`config.mk`:
```
export PLATFORM = sky130hd
export DESIGN_NAME = can_tx_prio_sched
export DESIGN_NICKNAME = d
export VERILOG_FILES = /design/src/rtl/can_txs_pkg.sv /design/src/rtl/txs_prio_pick.sv /design/src/rtl/txs_frame_track.sv /design/src/rtl/can_tx_prio_sched.sv
export SDC_FILE = /design/constraint.sdc
export NUM_CORES = 1
export LEC_CHECK = 0
export ABC_AREA = 1
export BUFFER_PORTS_ARGS = -buffer_cell sky130_fd_sc_hd__buf_2
export CORE_AREA = 2 2 39 41
export CTS_CLUSTER_DIAMETER = 60
export DETAILED_ROUTE_END_ITERATION = 10
export DIE_AREA = 0 0 41 43
export PLACE_DENSITY = 0.68
export SYNTH_ARGS = -nofsm -noshare
export SYNTH_HDL_FRONTEND = slang
export SYNTH_SLANG_ARGS = --single-unit
export TNS_END_PERCENT = 20
```
`constraint.sdc`:
```
create_clock -name clk_i -period 1.2 [get_ports clk_i]
set_input_delay 0.18 -clock clk_i [delete_from_list [all_inputs] [get_ports clk_i]]
set_output_delay 0.18 -clock clk_i [all_outputs]
set_load 0.1 [all_outputs]
```
`src/rtl/can_txs_pkg.sv`:
```
package can_txs_pkg;
  typedef enum logic {
    ST_IDLE = 1'b0,
    ST_BUSY = 1'b1
  } txs_state_e;
endpackage

```
`src/rtl/txs_prio_pick.sv`:
```
module txs_prio_pick #(
  parameter int NBUF  = 3,
  parameter int PW    = 2,
  parameter int IDX_W = (NBUF > 1) ? $clog2(NBUF) : 1
) (
  input  logic [NBUF-1:0]    req_i,
  input  logic [NBUF*PW-1:0] prio_i,
  output logic               win_vld_o,
  output logic [IDX_W-1:0]   win_idx_o,
  output logic [PW-1:0]      win_prio_o
);
  // ">=" lets a later (higher-index) buffer take a tie
  always_comb begin
    win_vld_o  = 1'b0;
    win_idx_o  = '0;
    win_prio_o = '0;
    for (int k = 0; k < NBUF; k++) begin
      if (req_i[k] && (!win_vld_o || prio_i[k*PW +: PW] >= win_prio_o)) begin
        win_vld_o  = 1'b1;
        win_idx_o  = IDX_W'(k);
        win_prio_o = prio_i[k*PW +: PW];
      end
    end
  end
endmodule

```
`src/rtl/txs_frame_track.sv`:
```
module txs_frame_track
  import can_txs_pkg::*;
#(
  parameter int NBUF  = 3,
  parameter int IDX_W = (NBUF > 1) ? $clog2(NBUF) : 1
) (
  input  logic             clk_i,
  input  logic             rst_ni,
  input  logic [NBUF-1:0]  req_i,
  input  logic             sof_i,
  input  logic             done_i,
  input  logic             abort_i,
  input  logic             arb_lost_i,
  input  logic             win_vld_i,
  input  logic [IDX_W-1:0] win_idx_i,
  output logic [IDX_W-1:0] sel_idx_o,
  output logic             sel_vld_o,
  output logic [NBUF-1:0]  tx_busy_o,
  output logic [NBUF-1:0]  req_clr_o
);
  txs_state_e       st_q;
  logic [IDX_W-1:0] sel_q;
  logic [NBUF-1:0]  clr_q, clr_d, sel_oh;
  logic             start, finish;

  assign sel_oh = NBUF'(1) << sel_q;
  assign start  = (st_q == ST_IDLE) && sof_i && win_vld_i && !abort_i;
  assign finish = (st_q == ST_BUSY) && (done_i || abort_i || arb_lost_i);

  always_comb begin
    clr_d = '0;
    if (st_q == ST_BUSY) begin
      if (done_i)  clr_d = clr_d | sel_oh;
      if (abort_i) clr_d = clr_d | (req_i & ~sel_oh);
    end else if (abort_i) begin
      clr_d = req_i;
    end
  end

  always_ff @(posedge clk_i or negedge rst_ni) begin
    if (!rst_ni) begin
      st_q  <= ST_IDLE;
      sel_q <= '0;
      clr_q <= '0;
    end else begin
      clr_q <= clr_d;
      if (start) begin
        st_q  <= ST_BUSY;
        sel_q <= win_idx_i;
      end else if (finish) begin
        st_q  <= ST_IDLE;
      end
    end
  end

  assign sel_idx_o = sel_q;
  assign sel_vld_o = (st_q == ST_BUSY);
  assign tx_busy_o = (st_q == ST_BUSY) ? sel_oh : '0;
  assign req_clr_o = clr_q;

  p_latch_r2: assert property (@(posedge clk_i) disable iff (!rst_ni)
    (!sel_vld_o && sof_i && win_vld_i && !abort_i) |=> (sel_vld_o && sel_idx_o == $past(win_idx_i)));
  p_sof_busy_r6: assert property (@(posedge clk_i) disable iff (!rst_ni)
    (!sel_vld_o && sof_i && !win_vld_i) |=> !sel_vld_o);
  p_hold_r10: assert property (@(posedge clk_i) disable iff (!rst_ni)
    (sel_vld_o && !done_i && !abort_i && !arb_lost_i) |=> (sel_vld_o && $stable(sel_idx_o)));
  p_done_clr_r7: assert property (@(posedge clk_i) disable iff (!rst_ni)
    (sel_vld_o && done_i) |=> (!sel_vld_o && req_clr_o[$past(sel_idx_o)]));
  p_arb_keep_r8: assert property (@(posedge clk_i) disable iff (!rst_ni)
    (sel_vld_o && arb_lost_i && !done_i && !abort_i) |=> (!sel_vld_o && req_clr_o == '0));
  p_abort_spare_r9: assert property (@(posedge clk_i) disable iff (!rst_ni)
    (sel_vld_o && abort_i && !done_i) |=> ((req_clr_o & $past(tx_busy_o)) == '0));
endmodule

```
`src/rtl/can_tx_prio_sched.sv`:
```
module can_tx_prio_sched #(
  parameter int NBUF  = 3,
  parameter int PW    = 2,
  parameter int IDX_W = (NBUF > 1) ? $clog2(NBUF) : 1
) (
  input  logic               clk_i,
  input  logic               rst_ni,
  input  logic [NBUF-1:0]    req_i,
  input  logic [NBUF*PW-1:0] prio_i,
  input  logic               sof_i,
  input  logic               done_i,
  input  logic               abort_i,
  input  logic               arb_lost_i,
  output logic [IDX_W-1:0]   sel_idx_o,
  output logic               sel_vld_o,
  output logic [NBUF-1:0]    tx_busy_o,
  output logic [NBUF-1:0]    req_clr_o
);
  logic             win_vld;
  logic [IDX_W-1:0] win_idx;
  logic [PW-1:0]    win_prio;

  txs_prio_pick #(.NBUF(NBUF), .PW(PW), .IDX_W(IDX_W)) u_pick (
    .req_i      (req_i),
    .prio_i     (prio_i),
    .win_vld_o  (win_vld),
    .win_idx_o  (win_idx),
    .win_prio_o (win_prio)
  );

  txs_frame_track #(.NBUF(NBUF), .IDX_W(IDX_W)) u_track (
    .clk_i      (clk_i),
    .rst_ni     (rst_ni),
    .req_i      (req_i),
    .sof_i      (sof_i),
    .done_i     (done_i),
    .abort_i    (abort_i),
    .arb_lost_i (arb_lost_i),
    .win_vld_i  (win_vld),
    .win_idx_i  (win_idx),
    .sel_idx_o  (sel_idx_o),
    .sel_vld_o  (sel_vld_o),
    .tx_busy_o  (tx_busy_o),
    .req_clr_o  (req_clr_o)
  );

  // every requested buffer loses to the latched one on priority, or ties with a lower index
  for (genvar k = 0; k < NBUF; k++) begin : g_order
    p_prio_order_r3: assert property (@(posedge clk_i) disable iff (!rst_ni)
      (!sel_vld_o && sof_i && !abort_i && req_i[k]) |=>
        (sel_vld_o &&
         (($past(prio_i[k*PW +: PW]) < $past(win_prio)) ||
          ($past(prio_i[k*PW +: PW]) == $past(win_prio) && IDX_W'(k) <= sel_idx_o))));
  end
endmodule

```
== Word-level counts from Yosys, hierarchy flattened ==
Cells that the tools add are included.
Cells by class
  $lt $le $gt $ge: 2
  shift-type cells: 1
  multiplexer cells: 15
  bitwise logic cells: 4
  reduce and logical (&&, ||, !) cells: 14
Operators by type and width (number)
  2-to-1 mux 3 bit: 6
  logical AND 1 bit: 6
  2-to-1 mux 1 bit: 6
  2-to-1 mux 2 bit: 3
  >= comparator 2 bit: 2
  logical OR 1 bit: 4
  bitwise AND 3 bit: 1
  zero test 1 bit: 3
  NOT 3 bit: 1
  OR 3 bit: 1
  << shifter 1 x 2 -> 3 bit (first input constant): 1
  nonzero test 2 bit: 1
  NOT 1 bit: 1
Storage, ports and cells
  bits in registers: 6
  input bits: 15
  logic and storage cells: 39

== Logic depth before layout (Yosys ltp) ==
  word-level depth: 12
  mapped depth: 17
  depth with buffers taken out: 17

== Cells and area by module ==
From an unflattened synthesis, not the netlist that was laid out.
Second synthesis, totals
  cell total of the unflattened synthesis: 83
  area, all modules: 525.5 um^2
By module, submodules not included
  txs_frame_track: instances 1, cells an instance 44, area each 325.3 um^2
  txs_prio_pick: instances 1, cells an instance 39, area each 200.2 um^2

== Worst setup path before layout ==
No wires, ideal clock.
  kind: register to output
  start point: reg u_track.st_q, in the netlist u_track.sel_vld_o
  end point: out tx_busy_o[1]
  arrival: 1836 ps
  required time: 1020 ps
  path slack: -816 ps
  stages on the path, launching flop included: 3
  buffers on the path: 0
  path through: dfrtp_1 -> nand3_1 -> inv_1
Between the ends
  cells in the longest elaborated chain, start to end: 1
RTL lines
  start, declared: RTL line txs_frame_track.sv:21  | txs_state_e st_q;
  start signal, assigned: RTL line txs_frame_track.sv:42  | st_q <= ST_IDLE;
  start signal, assigned: RTL line txs_frame_track.sv:48  | st_q <= ST_BUSY;
  start signal, assigned: RTL line txs_frame_track.sv:51  | st_q <= ST_IDLE;
  2-to-1 mux 3 bit: RTL line txs_frame_track.sv:58  | assign tx_busy_o = (st_q == ST_BUSY) ? sel_oh : '0;
  end, declared: RTL line can_tx_prio_sched.sv:16  | output logic [NBUF-1:0] tx_busy_o,
Every way passes these cells.

== Worst setup path after layout ==
  start point: in prio_i[0]
  end point: reg u_track.sel_q[0], in the netlist u_track.sel_idx_o[0]
Between the ends
  cells in the longest elaborated chain, start to end: 11
  elaborated cells between the ends (all ways): 15
  classes of those cells: order compare (2); mux (6); reduce/logical (7)
RTL lines
  start, declared: RTL line can_tx_prio_sched.sv:9  | input logic [NBUF*PW-1:0] prio_i,
  2-to-1 mux 2 bit *: RTL line txs_prio_pick.sv:18  | if (req_i[k] && (!win_vld_o || prio_i[k*PW +: PW] >= win_prio_o)) begin
  >= comparator 2 bit: RTL line txs_prio_pick.sv:18
  logical OR 1 bit: RTL line txs_prio_pick.sv:18
  logical AND 1 bit: RTL line txs_prio_pick.sv:18
  2-to-1 mux 2 bit or 2-to-1 mux 1 bit (tied branches): RTL line txs_prio_pick.sv:18
  >= comparator 2 bit or zero test 1 bit (tied branches): RTL line txs_prio_pick.sv:18
  logical OR 1 bit: RTL line txs_prio_pick.sv:18
  logical AND 1 bit: RTL line txs_prio_pick.sv:18
  2-to-1 mux 1 bit: RTL line txs_prio_pick.sv:18
  logical AND 1 bit (2 in series): RTL line txs_frame_track.sv:27  | assign start = (st_q == ST_IDLE) && sof_i && win_vld_i && !abort_i;
  end signal, assigned: RTL line txs_frame_track.sv:49  | sel_q <= win_idx_i;
  end, declared: RTL line txs_frame_track.sv:22  | logic [IDX_W-1:0] sel_q;
Mark *: on every way between the ends. The rest lies on a longest branch, timed or not.
A chain may end at the register's enable or synchronous reset.

==> flow_summary.toml <==
[hold_path]
worstHoldPathCells = 4
hold_path_startpoint = "arb_lost_i"
hold_path_class = "primary input to flip-flop"
min_to = "u_track.sel_vld_o$_DFFE_PN0P_"

[sta]
slew_headroom_pct = 86.23
skew_ns = 0.004061
setup_slack_ns = -0.3161
hold_viol = 0
fmax_mhz = 659.6
hold_ws_ns = 0.1917
rsz0062_at_grt = "yes"
setup_viol = 5
fin_crit_sh_pct = 126.3
worst_pin_slew_ns = 0.2057
slew_violations = 0
fin_crit_ns = 1.516

[synth]
ys.flop_type = "dfrtp_1"
ys_ff_latch = 6
synth_top_area_share_pct = 34.29
synth_area_leaders = "dfrtp_1, inv_1, nand2_1"
ys_seq_area_share_pct = 34.29
ys.warnings.count = 0
synth_area_um2 = 437.9
synth_cells = 64
synth_cell_types = 12
synth_top_cells_by_count = "inv_1, nand2_1, nand3_1"
synthArstFlopShare_pct = 100.0
synth_edf_count = 0
syn-num-nets = 83
synth_largest_area_cell = "dfrtp_1"
synth_area_per_cell_um2 = 6.843

[detailed_routing]
drt_first_pass_iters = 3
first_iter_violations = 4
vias_per_cell = 4.547
ant_nets = 0
routed_wl_um = 1161
num_vias = 532
detail_route.drc_violations = 0
avgRoutedWirePerCell_um = 9.923

[finish]
finalInstanceArea_um2 = 908.4
final_core_util_pct = 65.64
syn_to_final_growth_pct = 107.4
num-nets-final = 121
fin_cells = 117
drive_gt1_share_pct = 58.42
fill_cells = 117
diodes = 0

[clock_network]
numCtsBuffers = 3
cts_buffer_depth = 2
worstSkewPairLatency_ns = 0.25
cts_root_buffer = "clkbuf_4"
cts_htree_levels = 1
tritoncts = "built"
clock-sinks = 6
clkTransAtPathRegs_ns = 0.05

[worst_setup_path]
cp_data_required_time_ns = 1.39
path_class = "primary input to flip-flop"
cp.arrival_ns = 1.70
r2r_slack_ns = 0.16
path_cells = "buf_6 -> nand2_4 -> inv_4 -> ha_4 -> inv_2 -> nand2_2 -> nand2_2 -> a21oi_4 -> nand2_1 -> o21ai_2 -> ha_1 -> inv_1 -> nand2_1 -> nand2_1 -> nand2_1 -> nand2_2 -> nand3_2 -> nand2_1"
slowest_delay_ns = 0.24
end_kind = "flip-flop"
cp_top_family = "simple AND/OR/NAND/NOR gates"
cp_slowest_cell = "ha_4"
cp.buffers_inverters = 4
r2r-end = "u_track.sel_idx_o[0]$_DFFE_PN0P_"
cp-start-kind = "primary input"
cp_max_fo = 5
r2r-start = "u_track.sel_vld_o$_DFFE_PN0P_"
rr_worst_depth = 5
crit_path_frequent_cell = "nand2_1"

[floorplanning]
row_count = 14
die_y_um = 43
initial_core_util_pct = 31.65
io_pins = 24
coreArea_um2 = 1384
die_w_um = 41
die_area_um2 = 1763

[power]
p_leak_nw = 0.4572
ir_drop_mv = 0.4029
power_density_nw_per_um2 = 1152

[place]
dp_hpwl_um = 866.4
placed_cell_area_um2 = 775.7
numPortBuffers = 23
dp.cells = 110
gp_congestion = 0.7417

[global_routing]
first_global_vias = 536
grt_max_degree = 7
grt_util_all_layers_pct = 16.85
grt.overflow.total = 0
antenna_found_initial = 0
grt_pass1_wl_um = 2035

[outcome]
violations = "negative setup slack"
status = "complete, but fails checks"

[flow_run]
max-cap-violations = 0
==> through the flow <==
step / worst slack, ns / total power, mW / TNS [ns]
2_1_floorplan: -0.4308 / 0.5597 / -2.022
3_3_place_gp: -0.6271 / 0.7797 / -1.232
3_5_place_dp: -0.7212 / 0.7881 / -1.412
4_1_cts: -0.4189 / 1.026 / -1.160
5_1_grt: -0.4743 / 1.113 / -1.473
6_report: -0.3161 / 1.047 / -0.9943
==> routing by layer <==
layer / vias to the layer above / global-route usage, % / wire length [um]
met4: 0 / 10.00 / 32
met2: 22 / 29.06 / 638
met5: - / 0 / 0
li1: 271 / - / -
met3: 3 / 1.571 / 69
met1: 236 / 18.30 / 420
==> cells by family (layout without fill, tap and decap cells) <==
kind of cell               after synthesis  in the layout  synth area share, %
AOI/OAI and AO/OA                        8              8                9.997
adders and majority gates                4              4                11.43
buffers and inverters                   16             53                13.71
DFF                                      6              6                34.28
and+or+nand+nor                         30             30                30.57
==> layout make-up <==
cell class | count | area [um^2] | area share, %
sequential | 6 | 153.9 | 16.94
clock buffer | 4 | 26.28 | 2.893
timing repair buffer | 33 | 347.8 | 38.29
inverter | 16 | 73.82 | 8.127
tap | 16 | 20.02 | 2.204
multi-input combinational | 42 | 286.5 | 31.54
==> state kept, by name (all words and copies together) (netlist names) <==
register           cells
u_track.sel_vld_o      1
u_track.sel_idx_o      2
u_track.req_clr_o      3
==> worst reg2reg max path: cells and delay by family (launching register included) <==
| kind | cells | cell delay (ns) |
|---|---|---|
| flops | 1 | 0.47 |
| simple gates | 4 | 0.36 |
| compound gates | 1 | 0.16 |
==> power by group <==
part,total (mW),leakage (nW),internal [mW],switching [mW]
logic,0.585,0.369,0.227,0.358
clock network,0.202,0.0150,0.126,0.0763
registers,0.260,0.0734,0.229,0.0301
total,1.05,0.457,0.582,0.464
==> layout by cell type (no fill, tap or decap) <==
cell           synthesis  final
buf_6                  0      2
nor2_1                 3      3
inv_2                  0      3
buf_8                  0      1
clkinvlp_4             0      3
o21ai_2                0      1
clkbuf_1               0      1
ha_1                   4      3
nand3_1                8      4
buf_12                 0      9
ha_4                   0      1
a21oi_4                0      1
dfrtp_1                6      3
o21ai_0                3      3
nand2_1               16     12
dlygate4sd3_1          0      1
o21ai_1                3      2
buf_4                  0      8
clkbuf_4               0      3
nand3_2                1      5
inv_1                 16      9
buf_2                  0     12
nor2_2                 2      2
dfrtp_2                0      3
nand2_4                0      1
nand2_2                0      3
a21oi_1                1      1
inv_4                  0      1
==> worst max-delay path by stage <==
stage | cells after the start | endpoint | slack [ns] | startpoint
final | 18 | u_track.sel_idx_o[0]$_DFFE_PN0P_ | -0.32 | prio_i[0]
after global routing | 18 | u_track.sel_idx_o[0]$_DFFE_PN0P_ | -0.47 | prio_i[0]
after CTS | 18 | u_track.sel_idx_o[0]$_DFFE_PN0P_ | -0.42 | req_i[0]
after detailed placement | 18 | u_track.sel_idx_o[0]$_DFFE_PN0P_ | -0.72 | req_i[0]
after global placement | 18 | u_track.sel_idx_o[0]$_DFFE_PN0P_ | -0.63 | req_i[0]
after floorplan | 17 | u_track.sel_idx_o[0]$_DFFE_PN0P_ | -0.43 | prio_i[0]
==> what timing repair did <==
item | CTS | global route
hold buffers | 1 | 0
endpoints found under the hold margin | 6 | 0
pin swaps | 11 | 8
endpoints found under the setup margin | 5 | 6
setup buffers | 1 | 1
gates resized for setup | 13 | 8
No activity file was read; power rests on OpenSTA's default activity.
